## config.mk

```make
export PLATFORM = sky130hd
export DESIGN_NAME = fp2int_conv
export DESIGN_NICKNAME = d
export VERILOG_FILES = /design/src/rtl/fp2int_pkg.sv /design/src/rtl/fp2int_align.sv /design/src/rtl/fp2int_range.sv /design/src/rtl/fp2int_pack.sv /design/src/rtl/fp2int_conv.sv
export SDC_FILE = /design/constraint.sdc
export NUM_CORES = 1
export LEC_CHECK = 0
export ABC_AREA = 0
export ABC_CLOCK_PERIOD_IN_PS = 800
export BUFFER_PORTS_ARGS = -buffer_cell sky130_fd_sc_hd__buf_4
export CORE_MARGIN = 4
export CORE_UTILIZATION = 55
export CTS_BUF_LIST = sky130_fd_sc_hd__clkbuf_2
export CTS_CLUSTER_DIAMETER = 120
export DETAILED_ROUTE_END_ITERATION = 12
export GPL_ROUTABILITY_DRIVEN = 0
export GPL_TIMING_DRIVEN = 1
export PLACE_DENSITY = 0.8
export SYNTH_ARGS = -nofsm -noshare
export SYNTH_HDL_FRONTEND = slang
export SYNTH_HIERARCHICAL = 1
export SYNTH_SLANG_ARGS = --single-unit
export TNS_END_PERCENT = 20
```

## constraint.sdc

```tcl
create_clock -name clk -period 0.8 [get_ports clk]
set_input_delay 0.08 -clock clk [delete_from_list [all_inputs] [get_ports clk]]
set_output_delay 0.08 -clock clk [all_outputs]
set_load 0.03 [all_outputs]
```

## src/rtl/fp2int_pkg.sv

```systemverilog
package fp2int_pkg;

  typedef enum logic [1:0] {
    CLS_ZERO = 2'b00,
    CLS_NUM  = 2'b01,
    CLS_INF  = 2'b10,
    CLS_NAN  = 2'b11
  } fp_class_e;

endpackage

```

## src/rtl/fp2int_align.sv

```systemverilog
module fp2int_align #(
  parameter int MANT_W = 40,
  parameter int EXP_W  = 16,
  parameter int INT_W  = 32
) (
  input  logic signed [EXP_W-1:0]  exp_i,
  input  logic        [MANT_W-1:0] mant_i,
  output logic        [INT_W-1:0]  mag_o,
  output logic                     lost_o,
  output logic                     exp_big_o
);

  localparam int SH_W = $clog2(MANT_W + 1);
  localparam int SX_W = EXP_W + 2;

  // shift right by s, return {shifted value, OR of dropped bits}
  function automatic logic [MANT_W:0] shr_sticky(input logic [MANT_W-1:0] m,
                                                 input logic [SH_W-1:0]   s);
    logic [MANT_W-1:0] keep_mask;
    if (s >= SH_W'(MANT_W)) begin
      return {{MANT_W{1'b0}}, |m};
    end
    keep_mask = ~({MANT_W{1'b1}} << s);
    return {m >> s, |(m & keep_mask)};
  endfunction

  logic signed [SX_W-1:0] sh_s;
  logic        [SH_W-1:0] sh_c;
  logic        [MANT_W:0] shr_w;

  assign sh_s      = SX_W'(MANT_W - 1) - SX_W'(exp_i);
  assign exp_big_o = (exp_i > EXP_W'(INT_W - 1));

  always_comb begin
    if (sh_s < 0)                   sh_c = '0;
    else if (sh_s >= SX_W'(MANT_W)) sh_c = SH_W'(MANT_W);
    else                            sh_c = SH_W'(sh_s);
  end

  assign shr_w  = shr_sticky(mant_i, sh_c);
  assign mag_o  = shr_w[INT_W:1];
  assign lost_o = shr_w[0];

endmodule

```

## src/rtl/fp2int_range.sv

```systemverilog
module fp2int_range #(
  parameter int INT_W = 32
) (
  input  fp2int_pkg::fp_class_e cls_i,
  input  logic                  sign_i,
  input  logic                  exp_big_i,
  input  logic [INT_W-1:0]      mag_i,
  output logic                  ovf_o
);
  import fp2int_pkg::*;

  localparam logic [INT_W-1:0] EDGE_MAG = {1'b1, {(INT_W-1){1'b0}}};

  function automatic logic num_ovf(input logic big, input logic s,
                                   input logic [INT_W-1:0] m);
    return big || (m > EDGE_MAG) || ((m == EDGE_MAG) && !s);
  endfunction

  always_comb begin
    unique case (cls_i)
      CLS_ZERO: ovf_o = 1'b0;
      CLS_NUM:  ovf_o = num_ovf(exp_big_i, sign_i, mag_i);
      default:  ovf_o = 1'b1;
    endcase
  end

endmodule

```

## src/rtl/fp2int_pack.sv

```systemverilog
module fp2int_pack #(
  parameter int INT_W = 32
) (
  input  fp2int_pkg::fp_class_e cls_i,
  input  logic                  sign_i,
  input  logic [INT_W-1:0]      mag_i,
  input  logic                  lost_i,
  input  logic                  sticky_i,
  input  logic                  ovf_i,
  output logic [INT_W-1:0]      res_o,
  output logic                  inexact_o,
  output logic                  operr_o
);
  import fp2int_pkg::*;

  function automatic logic [INT_W-1:0] sat_value(input logic s);
    return s ? {1'b1, {(INT_W-1){1'b0}}} : {1'b0, {(INT_W-1){1'b1}}};
  endfunction

  function automatic logic [INT_W-1:0] apply_sign(input logic s,
                                                  input logic [INT_W-1:0] m);
    return s ? (~m + INT_W'(1)) : m;
  endfunction

  always_comb begin
    res_o     = '0;
    inexact_o = 1'b0;
    operr_o   = 1'b0;
    if (ovf_i) begin
      res_o   = sat_value(sign_i);
      operr_o = 1'b1;
    end else if (cls_i == CLS_NUM) begin
      res_o     = apply_sign(sign_i, mag_i);
      inexact_o = lost_i | sticky_i;
    end
  end

endmodule

```

## src/rtl/fp2int_conv.sv

```systemverilog
module fp2int_conv #(
  parameter int MANT_W = 40,
  parameter int EXP_W  = 16,
  parameter int INT_W  = 32
) (
  input  logic              clk,
  input  logic              rst_n,
  input  logic              in_valid,
  input  logic [1:0]        in_class,
  input  logic              in_sign,
  input  logic [EXP_W-1:0]  in_exp,
  input  logic [MANT_W-1:0] in_mant,
  input  logic              in_sticky,
  output logic              out_valid,
  output logic [INT_W-1:0]  out_int,
  output logic              out_inexact,
  output logic              out_operr
);
  import fp2int_pkg::*;

  localparam logic [INT_W-1:0] POS_SAT = {1'b0, {(INT_W-1){1'b1}}};
  localparam logic [INT_W-1:0] NEG_SAT = {1'b1, {(INT_W-1){1'b0}}};

  fp_class_e               cls_w;
  logic signed [EXP_W-1:0] exp_w;
  logic [INT_W-1:0]        mag_w;
  logic                    lost_w;
  logic                    exp_big_w;
  logic                    ovf_w;
  logic [INT_W-1:0]        res_w;
  logic                    inexact_w;
  logic                    operr_w;

  assign cls_w = fp_class_e'(in_class);
  assign exp_w = in_exp;

  fp2int_align #(.MANT_W(MANT_W), .EXP_W(EXP_W), .INT_W(INT_W)) u_align (
    .exp_i     (exp_w),
    .mant_i    (in_mant),
    .mag_o     (mag_w),
    .lost_o    (lost_w),
    .exp_big_o (exp_big_w)
  );

  fp2int_range #(.INT_W(INT_W)) u_range (
    .cls_i     (cls_w),
    .sign_i    (in_sign),
    .exp_big_i (exp_big_w),
    .mag_i     (mag_w),
    .ovf_o     (ovf_w)
  );

  fp2int_pack #(.INT_W(INT_W)) u_pack (
    .cls_i     (cls_w),
    .sign_i    (in_sign),
    .mag_i     (mag_w),
    .lost_i    (lost_w),
    .sticky_i  (in_sticky),
    .ovf_i     (ovf_w),
    .res_o     (res_w),
    .inexact_o (inexact_w),
    .operr_o   (operr_w)
  );

  always_ff @(posedge clk or negedge rst_n) begin
    if (!rst_n) begin
      out_valid   <= 1'b0;
      out_int     <= '0;
      out_inexact <= 1'b0;
      out_operr   <= 1'b0;
    end else begin
      out_valid <= in_valid;
      if (in_valid) begin
        out_int     <= res_w;
        out_inexact <= inexact_w;
        out_operr   <= operr_w;
      end
    end
  end

  // ---- assertions ----
  p_latency_r9: assert property (@(posedge clk) disable iff (!rst_n)
    in_valid |=> out_valid);

  p_idle_hold_r9: assert property (@(posedge clk) disable iff (!rst_n)
    !in_valid |=> !out_valid && $stable(out_int) && $stable(out_operr));

  p_flags_exclusive_r10: assert property (@(posedge clk) disable iff (!rst_n)
    out_valid |-> !(out_inexact && out_operr));

  p_zero_class_r1: assert property (@(posedge clk) disable iff (!rst_n)
    (in_valid && cls_w == CLS_ZERO) |=> (out_int == '0 && !out_inexact && !out_operr));

  p_special_sat_r2: assert property (@(posedge clk) disable iff (!rst_n)
    (in_valid && in_class[1]) |=>
      (out_operr && !out_inexact && out_int == ($past(in_sign) ? NEG_SAT : POS_SAT)));

  p_big_exp_r3: assert property (@(posedge clk) disable iff (!rst_n)
    (in_valid && cls_w == CLS_NUM && exp_big_w) |=> out_operr);

  p_neg_exp_r6: assert property (@(posedge clk) disable iff (!rst_n)
    (in_valid && cls_w == CLS_NUM && exp_w < 0) |=> (out_int == '0 && !out_operr));

  p_sign_r8: assert property (@(posedge clk) disable iff (!rst_n)
    (in_valid && cls_w == CLS_NUM && !ovf_w && mag_w != '0) |=>
      (out_int[INT_W-1] == $past(in_sign)));

endmodule

```

==> key figures, run 1 <==
Yosys
  • Synth cell types: 88
  • Synth cell count leaders: a21oi_1 (89), nor2_1 (88), nand2_1 (81)
  • Post-Synthesis Cells: 978
  • Largest area contributor in the netlist: dfrtp_1
  • Top_reg_cell synth: dfrtp_1
  • Async SR Flop Fraction: 100.0%
  • Most frequent cell after synthesis: a21oi_1
  • Warnings from Yosys: 6
  • Post-synth EDFFs: 0
  • Average cell area after synthesis: a little over 7 sq um
  • Seq/Total Area, Yosys: 12.34%
  • Mapped Nets: 1044
  • Mapped cell area: 0.007098 sq mm
  • Main area contributors after synthesis: dfrtp_1 (12%), mux2i_1 (7.8%), mux2_4 (6.3%)
  • Synth top area share: 12.34%
  • Post-synthesis register bit count: 35

Status
  • First error: [ERROR GRT-0116] Global routing finished with congestion. Check the congestion regions in the DRC Viewer.
  • Exit stage: global routing (5_1_grt)
  • Outcome: stopped before the end

Clock network
  • CTS buffer count: 5
  • H-tree Lvls: 2
  • CTS Buffer Depth: 2
  • CTS Sinks: 35
  • CTS root buf: clkbuf_2

Placement
  • Place WS: -4.731 ns
  • Count of input and output buffers: 97
  • Cell area after placement: 0.01034 sq mm
  • DP Wirelength: 26520 um

Global routing
  • Largest net degree at the start of global routing: 45
  • Vias in the first global route: 13657
  • First-pass GRT wire length: 77970 um
  • Remaining global-route overflow: 3
  • Gr usage total: 68.62%

Die
  • Num ports: 98
  • Die Y: between 100 and 150 um
  • Starting Density: 56.25%
  • Rows: around 40
  • Die width: 121.6 um
[logic make-up after synthesis]
group	count (synthesis)	share of synthesized area, %
buffers and inverters	112	7.791
muxes	117	19.34
AOI/OAI and AO/OA	341	32.29
and+or+nand+nor	366	27.20
adders and majority gates	4	0.6699
xor gates and xnor gates	3	0.3702
DFF	35	12.34
[routing by layer]
| metal | GRT usage, % | overflow |
|---|---|---|
| met1 | 70.78 | 0 |
| met2 | 84.42 | 1 |
| met4 | 63.10 | 2 |
| met3 | 53.76 | 0 |
| met5 | 22.22 | 0 |
[repair_timing]
item	CTS
hold buffers	3
setup endpoints to repair	69
resized for setup	130
endpoints found under the hold margin	36
cloned	1
pin swaps	27
setup buffers	26
[stage by stage]
stage | TNS (ns) | cells | hold WS [ns]
CTS | -135.22 | 1527 | -0.002384
detailed placement | -151.21 | 1490 | -0.08209
global placement | -145.85 | 1490 | -0.08546
floorplan | -135.12 | 978 | -0.2156
==> inputs of run 2 (changes only) <==
--- a/config.mk
+++ b/config.mk
@@ -6,16 +6,14 @@
 export NUM_CORES = 1
 export LEC_CHECK = 0
 export ABC_AREA = 0
-export ABC_CLOCK_PERIOD_IN_PS = 800
+export ABC_CLOCK_PERIOD_IN_PS = 1050
 export BUFFER_PORTS_ARGS = -buffer_cell sky130_fd_sc_hd__buf_4
 export CORE_MARGIN = 4
-export CORE_UTILIZATION = 55
-export CTS_BUF_LIST = sky130_fd_sc_hd__clkbuf_2
-export CTS_CLUSTER_DIAMETER = 120
+export CORE_UTILIZATION = 40
 export DETAILED_ROUTE_END_ITERATION = 12
 export GPL_ROUTABILITY_DRIVEN = 0
 export GPL_TIMING_DRIVEN = 1
-export PLACE_DENSITY = 0.8
+export PLACE_DENSITY_LB_ADDON = 0.15
 export SYNTH_ARGS = -nofsm -noshare
 export SYNTH_HDL_FRONTEND = slang
 export SYNTH_HIERARCHICAL = 1
==> constraint.sdc (replaced) <==
create_clock -name clk -period 1.05 [get_ports clk]
set_input_delay 0.105 -clock clk [delete_from_list [all_inputs] [get_ports clk]]
set_output_delay 0.105 -clock clk [all_outputs]
set_load 0.03 [all_outputs]
==> run 2 against run 1 <==
Effect of this change:
- the flow now finishes, with violations (setup timing)
- synthesized area is the same
- synthesized cell count is the same
==> key figures, run 2 <==
Detailed routing
  • DRC Markers: 0
  • Routed WL per cell: 22.17 um
  • Detailed Routing Iterations Pass 1: 6
  • Drt total wl: 35240 um
  • Via Count: 10400
  • Antenna-violating nets left: 0
  • DRC marker count from the first detailed-route iteration: 1517
  • Via density: around 6.5

Status
  • Outcome: finished with violations (was stopped before the end)
  • Violated checks: setup timing

STA
  • F_max: 198.8 MHz
  • RSZ-0062 raised after global routing: yes
  • Final Hold Vio Count: 0
  • Setup-failing EPs final: 34
  • Slew Limit Headroom: roughly 59%
  • Final Cycle Share: 479.0%
  • Setup TNS: -129.94 ns
  • Fin worst setup slack: -3.979 ns
  • Final critical-path required period: 5.029 ns
  • Worst-Margin Slew: roughly 0.62 ns
  • WHS: between 0.05 and 0.06 ns
  • Max-slew violations: 0
  • Clock skew: 0 ns

Yosys
  • Post-synth EDFFs: 0 (unchanged)
  • Mapped Nets: 1044 (unchanged)
  • Warnings from Yosys: 6 (unchanged)
  • Main area contributors after synthesis: dfrtp_1 (12%), mux2i_1 (7.8%), mux2_4 (6.3%) (unchanged)
  • Synth cell types: 88 (unchanged)
  • Most frequent cell after synthesis: a21oi_1 (unchanged)
  • Async SR Flop Fraction: 100.0% (unchanged)
  • Mapped cell area: 0.007098 sq mm (unchanged)
  • Post-synthesis register bit count: 35 (unchanged)
  • Top_reg_cell synth: dfrtp_1 (unchanged)
  • Synth cell count leaders: a21oi_1 (89), nor2_1 (88), nand2_1 (81) (unchanged)
  • Largest area contributor in the netlist: dfrtp_1 (unchanged)
  • Post-Synthesis Cells: 978 (unchanged)
  • Average cell area after synthesis: 7.258 sq um (unchanged)
  • Seq/Total Area, Yosys: 12.34% (unchanged)
  • Synth top area share: 12.34% (unchanged)

Global routing
  • Vias in the first global route: 9496
  • Gr usage total: between 30% and 40%
  • Remaining global-route overflow: 0
  • Largest net degree at the start of global routing: 45
  • Initial antenna violation count: 1
  • First-pass GRT wire length: 52340 um

Pwr
  • Pwr Total: 7.975 mW
  • Leak pwr: 5.088 nW
  • PwrDens: 680.6 mW/mm^2
  • Peak VDD IR: ~0.71 mV

Placement
  • Count of input and output buffers: 97 (unchanged)
  • Place WS: -4.450 ns (was -4.731 ns)
  • Cell area after placement: 0.01041 sq mm (was 0.01034 sq mm)
  • DP Wirelength: 26000 um (was 26520 um)
  • Placed Instances: 1546 (was 1490)

Die
  • Rows: 48 (was 41)
  • Die width: 141.2 um (was 121.6 um)
  • Num ports: 98 (unchanged)
  • Starting Density: 40.90% (was 56.25%)
  • Die Y: 141.2 um (was 121.6 um)
  • Die area: roughly 0.02 sq mm
  • Area of the core: about 0.017 sq mm

Clock network
  • TritonCTS clock tree: yes
  • Clock-pin slew on the worst setup and hold paths: roughly 0.060 ns
  • H-tree Lvls: 2 (unchanged)
  • CTS root buf: clkbuf_16 (was clkbuf_2)
  • CTS buffer count: 5 (unchanged)
  • Worst-Skew Late Latency: 0.29 ns
  • CTS Buffer Depth: 2 (unchanged)
  • CTS Sinks: 35 (unchanged)

Worst setup path
  • Top cell by count, worst path: o211ai_1
  • CP arrival: 5.25 ns
  • Crit-path max cell delay: 0.62 ns
  • Startpoint Class: input pin
  • Slowest-stage cell, CP: or4_4
  • CP endpoint kind: flip-flop
  • CP required: about 1.3 ns
  • Crit path buffers/inverters: 3
  • Kind of critical path: input pin to flip-flop
  • Cells along the critical path: buf_12, clkinv_8, ha_4, or4_4, nand2_4, a31oi_4, or4_4, bufbuf_16, nor3_1, nor3_1, nor2_2, o211ai_1, a32o_2, nor4_4, nand4_1, o211ai_1, nand2_2, nor3b_4, nand2_1, or4_1, o211ai_1, mux2_4
  • Critical path fanouts, max: 10
  • CP delay by family, top: simple AND/OR/NAND/NOR gates

Layout
  • Antenna cell count: 0
  • Largest Register: out_int
  • Most common cell after layout, fill and taps aside: buf_4
  • Max reg flops: 32
  • Commonest cells after routing, fill and taps aside: buf_4 (437), nor2_1 (79), nand2_1 (76)
  • Layout cells sized above 1: between 50% and 60%
  • Final net count: 1430
  • Area Overhead vs Synth: 65.08%
  • Final Non-Filler Cells: 1590
  • Fin area: ~0.012 sq mm
  • Final core utilization: 67.51%

Min path
  • Hold Path Class: input pin to flip-flop

Job
  • Max cap viols: 0
## run 2: final timing paths
kind	slack [ns]	depth (start not counted)	endpoint	start
worst min register to register	0.51	1	out_int[8]$_DFFE_PN0P_	out_int[8]$_DFFE_PN0P_
worst max-delay path	-3.98	22	out_int[26]$_DFFE_PN0P_	in_exp[3]
max in group asynchronous	0.42	2	out_int[2]$_DFFE_PN0P_	rst_n
worst min-delay path	0.06	1	out_valid$_DFF_PN0_	in_valid
worst max register to register	0.26	1	out_int[0]$_DFFE_PN0P_	out_int[0]$_DFFE_PN0P_
min in group asynchronous	0.31	2	out_int[22]$_DFFE_PN0P_	rst_n
## run 2: cell type report
class,count,area (sq um)
Fill cell,1397,5639
Tap cell,225,281.5
Multi-Input combinational cell,831,6494
Clock buffer,6,138.9
Clock inverter,2,16.27
Sequential cell,35,875.8
Timing Repair Buffer,470,3817
Inverter,21,93.84
## run 2: repair_timing
item,in CTS,in global routing
hold buffers,1,0
endpoints found under the hold margin,35,0
endpoints found under the setup margin,34,34
resized for setup,50,120
pin swaps,16,46
setup buffers,8,23
cloned,1,3
## run 2: cells by family after synthesis
family,count (synthesis),synth area share [%]
mux,117,19.34
xor+xnor,3,0.3702
flops,35,12.34
compound gates,341,32.29
simple gates,366,27.20
fa+ha+maj,4,0.6699
buf+inv,112,7.791
## run 2: routing by layer
| metal | part of all wire [%] | global-route usage (%) |
|---|---|---|
| met5 | 0.037 | 0 |
| met4 | 4.2 | 11.07 |
| met3 | 13 | 7.157 |
| met2 | 42 | 47.43 |
| met1 | 41 | 46.83 |
## run 2: where the power goes
part | total [mW] | switching (mW) | internal (mW)
Combinational | 4.79 | 2.59 | 2.20
Sequential | 1.62 | 0.101 | 1.52
Clock | 1.57 | 0.621 | 0.948
No activity file was read; power rests on OpenSTA's default activity.
==> inputs of run 3 (changes only) <==
--- a/config.mk
+++ b/config.mk
@@ -5,7 +5,7 @@
 export SDC_FILE = /design/constraint.sdc
 export NUM_CORES = 1
 export LEC_CHECK = 0
-export ABC_AREA = 0
+export ABC_AREA = 1
 export ABC_CLOCK_PERIOD_IN_PS = 1050
 export BUFFER_PORTS_ARGS = -buffer_cell sky130_fd_sc_hd__buf_4
 export CORE_MARGIN = 4
@@ -16,6 +16,5 @@
 export PLACE_DENSITY_LB_ADDON = 0.15
 export SYNTH_ARGS = -nofsm -noshare
 export SYNTH_HDL_FRONTEND = slang
-export SYNTH_HIERARCHICAL = 1
 export SYNTH_SLANG_ARGS = --single-unit
 export TNS_END_PERCENT = 20
==> run 3 against run 2 <==
Effect of this change:
- the run still ends with setup timing left
- clock power is 4% lower
- design area up 1.8%
- sequential power shrank 2%
- clock skew did not move
- sequential cell count is the same
- critical path depth grew 13
- wire length shrank 4.0%
- final cell count increased by 18%
- combinational power about the same
- count of clock-buffer cells in the layout is 2 higher
- global-route usage decreased by 1.5 points
- die area is 3.4% lower
- critical path type unchanged
- largest cell class unchanged
==> key figures, run 3 <==
Status
  • Outcome: finished with violations (unchanged)
  • Violated checks: setup timing (unchanged)

Min path
  • Hold Path Depth: 3 (was 1)
  • Hold EP: out_inexact$_DFFE_PN0P_ (was out_valid$_DFF_PN0_)
  • Hold Path Class: input pin to flip-flop (unchanged)
  • Hold path start: in_sticky (was in_valid)

Die
  • Area of the core: 0.01670 sq mm (was 0.01736 sq mm)
  • Die width: 138.8 um (was 141.2 um)
  • Starting Density: 40.97% (was 40.90%)
  • Die area: 0.01926 sq mm (was 0.01994 sq mm)
  • Die Y: 138.8 um (was 141.2 um)
  • Rows: 47 (was 48)
  • Num ports: 98 (unchanged)

Layout
  • Largest Register: out_int (unchanged)
  • Final net count: 1727 (was 1430)
  • Final core utilization: 71.44% (was 67.51%)
  • Fillers: 1374 (was 1397)
  • Commonest cells after routing, fill and taps aside: buf_4 (404), nand2_1 (380), nand3_1 (177) (was buf_4 (437), nor2_1 (79), nand2_1 (76))
  • Most common cell after layout, fill and taps aside: buf_4 (unchanged)
  • Area Overhead vs Synth: 74.36% (was 65.08%)
  • Layout cells sized above 1: 45.67% (was 50.99%)
  • Max reg flops: 32 (unchanged)
  • Antenna cell count: 0 (unchanged)

Worst setup path
  • Top cell by count, worst path: nand2_2 (was o211ai_1)
  • Slowest-stage cell, CP: nor2_8 (was or4_4)
  • Critical path fanouts, max: 10 (unchanged)
  • CP required: 1.26 ns (was 1.27 ns)
  • Crit-path max cell delay: 0.23 ns (was 0.62 ns)
  • CP arrival: 3.99 ns (was 5.25 ns)
  • R2r setup slk: 0.36 ns (was 0.26 ns)
  • Kind of critical path: input pin to flip-flop (unchanged)
  • Reg-to-Reg End: out_int[4]$_DFFE_PN0P_ (was out_int[0]$_DFFE_PN0P_)
  • Startpoint Class: input pin (unchanged)
  • Reg-to-Reg Start: out_int[4]$_DFFE_PN0P_ (was out_int[0]$_DFFE_PN0P_)
  • CP endpoint kind: flip-flop (unchanged)
  • Worst r2r path cells: 2 (was 1)

Global routing
  • Remaining global-route overflow: 0 (unchanged)
  • Gr usage total: 30.90% (was 32.42%)
  • Vias in the first global route: 10009 (was 9496)
  • First-pass GRT wire length: 49850 um (was 52340 um)
  • Largest net degree at the start of global routing: 36 (was 45)
  • M2 GR Usage: 50.68% (was 47.43%)
  • Gr busiest metal: met2 (unchanged)
  • GRT met1 Usage: 40.50% (was 46.83%)
  • Initial antenna violation count: 1 (unchanged)
  • Met3 Use GR: 4.862% (was 7.157%)

Clock network
  • CTS Sinks: 35 (unchanged)
  • TritonCTS clock tree: yes (unchanged)
  • CTS buffer count: 5 (unchanged)
  • H-tree Lvls: 2 (unchanged)
  • Worst-Skew Late Latency: 0.27 ns (was 0.29 ns)
  • CTS Buffer Depth: 2 (unchanged)
  • Clock-pin slew on the worst setup and hold paths: 0.05 ns (was 0.06 ns)
  • CTS root buf: clkbuf_16 (unchanged)

Pwr
  • Combinational group share of total power: 60.8% (was 60.0%)
  • Cell-internal power: 4.579 mW (was 4.665 mW)
  • Pwr Total: 7.891 mW (was 7.975 mW)
  • Leak pwr: 6.180 nW (was 5.088 nW)
  • Peak VDD IR: 0.5948 mV (was 0.7145 mV)
  • Switching fraction of total power: 41.97% (was 41.50%)
  • Clock share of power: 19.2% (was 19.7%)
  • PwrDens: 661.3 mW/mm^2 (was 680.6 mW/mm^2)
  • Reg power frac: 20.0% (was 20.3%)
  • Switching pwr: 3.312 mW (was 3.310 mW)

Yosys
  • Average cell area after synthesis: 5.431 sq um (was 7.258 sq um)
  • Main area contributors after synthesis: nand2_1 (24%), nand3_1 (19%), dfrtp_1 (13%) (was dfrtp_1 (12%), mux2i_1 (7.8%), mux2_4 (6.3%))
  • Largest area contributor in the netlist: nand2_1 (was dfrtp_1)
  • Mapped cell area: 0.006843 sq mm (was 0.007098 sq mm)
  • Post-synthesis register bit count: 35 (unchanged)
  • Post-synth EDFFs: 0 (unchanged)
  • Synth top area share: 24.08% (was 12.34%)
  • Top_reg_cell synth: dfrtp_1 (unchanged)
  • Synth cell types: 51 (was 88)
  • Mapped Nets: 1326 (was 1044)
  • Post-Synthesis Cells: 1260 (was 978)
  • Synth cell count leaders: nand2_1 (439), nand3_1 (263), nor2_1 (119) (was a21oi_1 (89), nor2_1 (88), nand2_1 (81))
  • Most frequent cell after synthesis: nand2_1 (was a21oi_1)
  • Seq/Total Area, Yosys: 12.80% (was 12.34%)
  • Async SR Flop Fraction: 100.0% (unchanged)
  • Warnings from Yosys: 0 (was 6)

STA
  • Worst-Margin Slew: 0.4383 ns (was 0.6181 ns)
  • F_max: 264.6 MHz (was 198.8 MHz)
  • Clock skew: 0 ns (unchanged)
  • Final Cycle Share: 360.0% (was 479.0%)
  • Final critical-path required period: 3.780 ns (was 5.029 ns)
  • Final Hold Vio Count: 0 (unchanged)
  • Max-slew violations: 0 (unchanged)
  • Slew Limit Headroom: 70.55% (was 58.79%)
  • WHS: 0.08239 ns (was 0.05915 ns)
  • Fin worst setup slack: -2.730 ns (was -3.979 ns)
  • RSZ-0062 raised after global routing: yes (unchanged)
  • Setup-failing EPs final: 34 (unchanged)

Job
  • Max cap viols: 0 (unchanged)

Detailed routing
  • Drt total wl: 33820 um (was 35240 um)
  • DRC marker count from the first detailed-route iteration: 1197 (was 1517)
  • Routed WL per cell: 17.97 um (was 22.17 um)
  • Via density: 5.834 (was 6.541)
  • Via Count: 10980 (was 10400)
  • DRC Markers: 0 (unchanged)
  • Detailed Routing Iterations Pass 1: 6 (unchanged)
  • Antenna-violating nets left: 0 (unchanged)

Placement
  • DP Wirelength: 23150 um (was 26000 um)
  • Count of input and output buffers: 97 (unchanged)
run 3: cell count changes after synthesis, sizes merged, moves of 55 or more:
| cell | change |
|---|---|
| mux2 | -61 |
| nand3 | +249 |
| inv | +71 |
| a21oi | -63 |
| nand2 | +388 |
| mux2i | -55 |
run 3: worst max-delay path, delay by kind of cell:
kind                       cells  cell delay, ns
AOI/OAI and AO/OA              1            0.20
buffers and inverters          9            1.03
adders and majority gates      2            0.31
and+or+nand+nor               23            2.31
run 3: cells by family (layout without fill, tap and decap cells):
logic type | after synthesis | after routing | share of synthesized area, %
AO/OA/AOI/OAI | 85 | 86 | 7.698
XOR/XNOR | 15 | 15 | 1.920
adder cells (fa/ha/maj) | 3 | 3 | 0.5486
buffers and inverters | 158 | 558 | 11.17
flip-flops | 35 | 35 | 12.80
AND/OR/NAND/NOR | 964 | 965 | 65.86
run 3: area by class of cell:
cell class              count  area [sq um]  share of cell area, %
clock buffers               8         156.4                  1.311
inverters                  92         400.4                  3.356
multi-input cells        1069          6355                  53.26
flip-flops and latches     35         875.8                  7.341
well taps                 220         275.3                  2.307
repair buffers            455          3842                  32.20
repair inverters            3         26.28                 0.2202
run 3: timing repair:
item / in CTS / in global routing
cloned: 6 / 4
gates resized for setup: 181 / 126
hold buffers: 1 / 0
hold endpoints to repair: 35 / 0
pin swaps: 73 / 58
buffers inserted: 38 / 16
endpoints found under the setup margin: 34 / 34
run 3: power by group through the flow:
stage / sequential [mW] / clock, mW / combinational [mW]
finish: 1.58 / 1.51 / 4.80
global route: 1.60 / 1.61 / 5.13
CTS: 1.58 / 1.54 / 4.38
detailed placement: 1.60 / 0 / 4.03
global placement: 1.60 / 0 / 4.00
floorplan: 1.89 / 0 / 1.81
run 3: worst max path at each step:
stage	startpoint	endpoint	depth (start not counted)
CTS	in_exp[3]	out_int[4]$_DFFE_PN0P_	34
global route	in_exp[3]	out_int[16]$_DFFE_PN0P_	35
finish	in_exp[3]	out_int[16]$_DFFE_PN0P_	35
global placement	in_exp[4]	out_int[17]$_DFFE_PN0P_	30
detailed placement	in_exp[3]	out_int[19]$_DFFE_PN0P_	35
floorplan	in_exp[4]	out_int[23]$_DFFE_PN0P_	36
run 3: layer usage:
layer  part of all wire [%]  up-vias
li1                       -     5003
met1                     38     5018
met2                     46      756
met3                     10      203
met4                    5.9        0
met5                      0        -
run 3: metrics by stage:
step           cells  TNS (ns)  area [sq um]  worst slack [ns]
3_5_place_dp    1811    -98.36          9921            -2.934
5_1_grt         1882    -96.16         11930            -2.875
4_1_cts         1863    -81.16         11270            -2.411
3_3_place_gp    1811    -96.15          9921            -2.929
6_report        1882    -90.98         11930            -2.730
2_1_floorplan   1260    -79.80          6990            -2.405
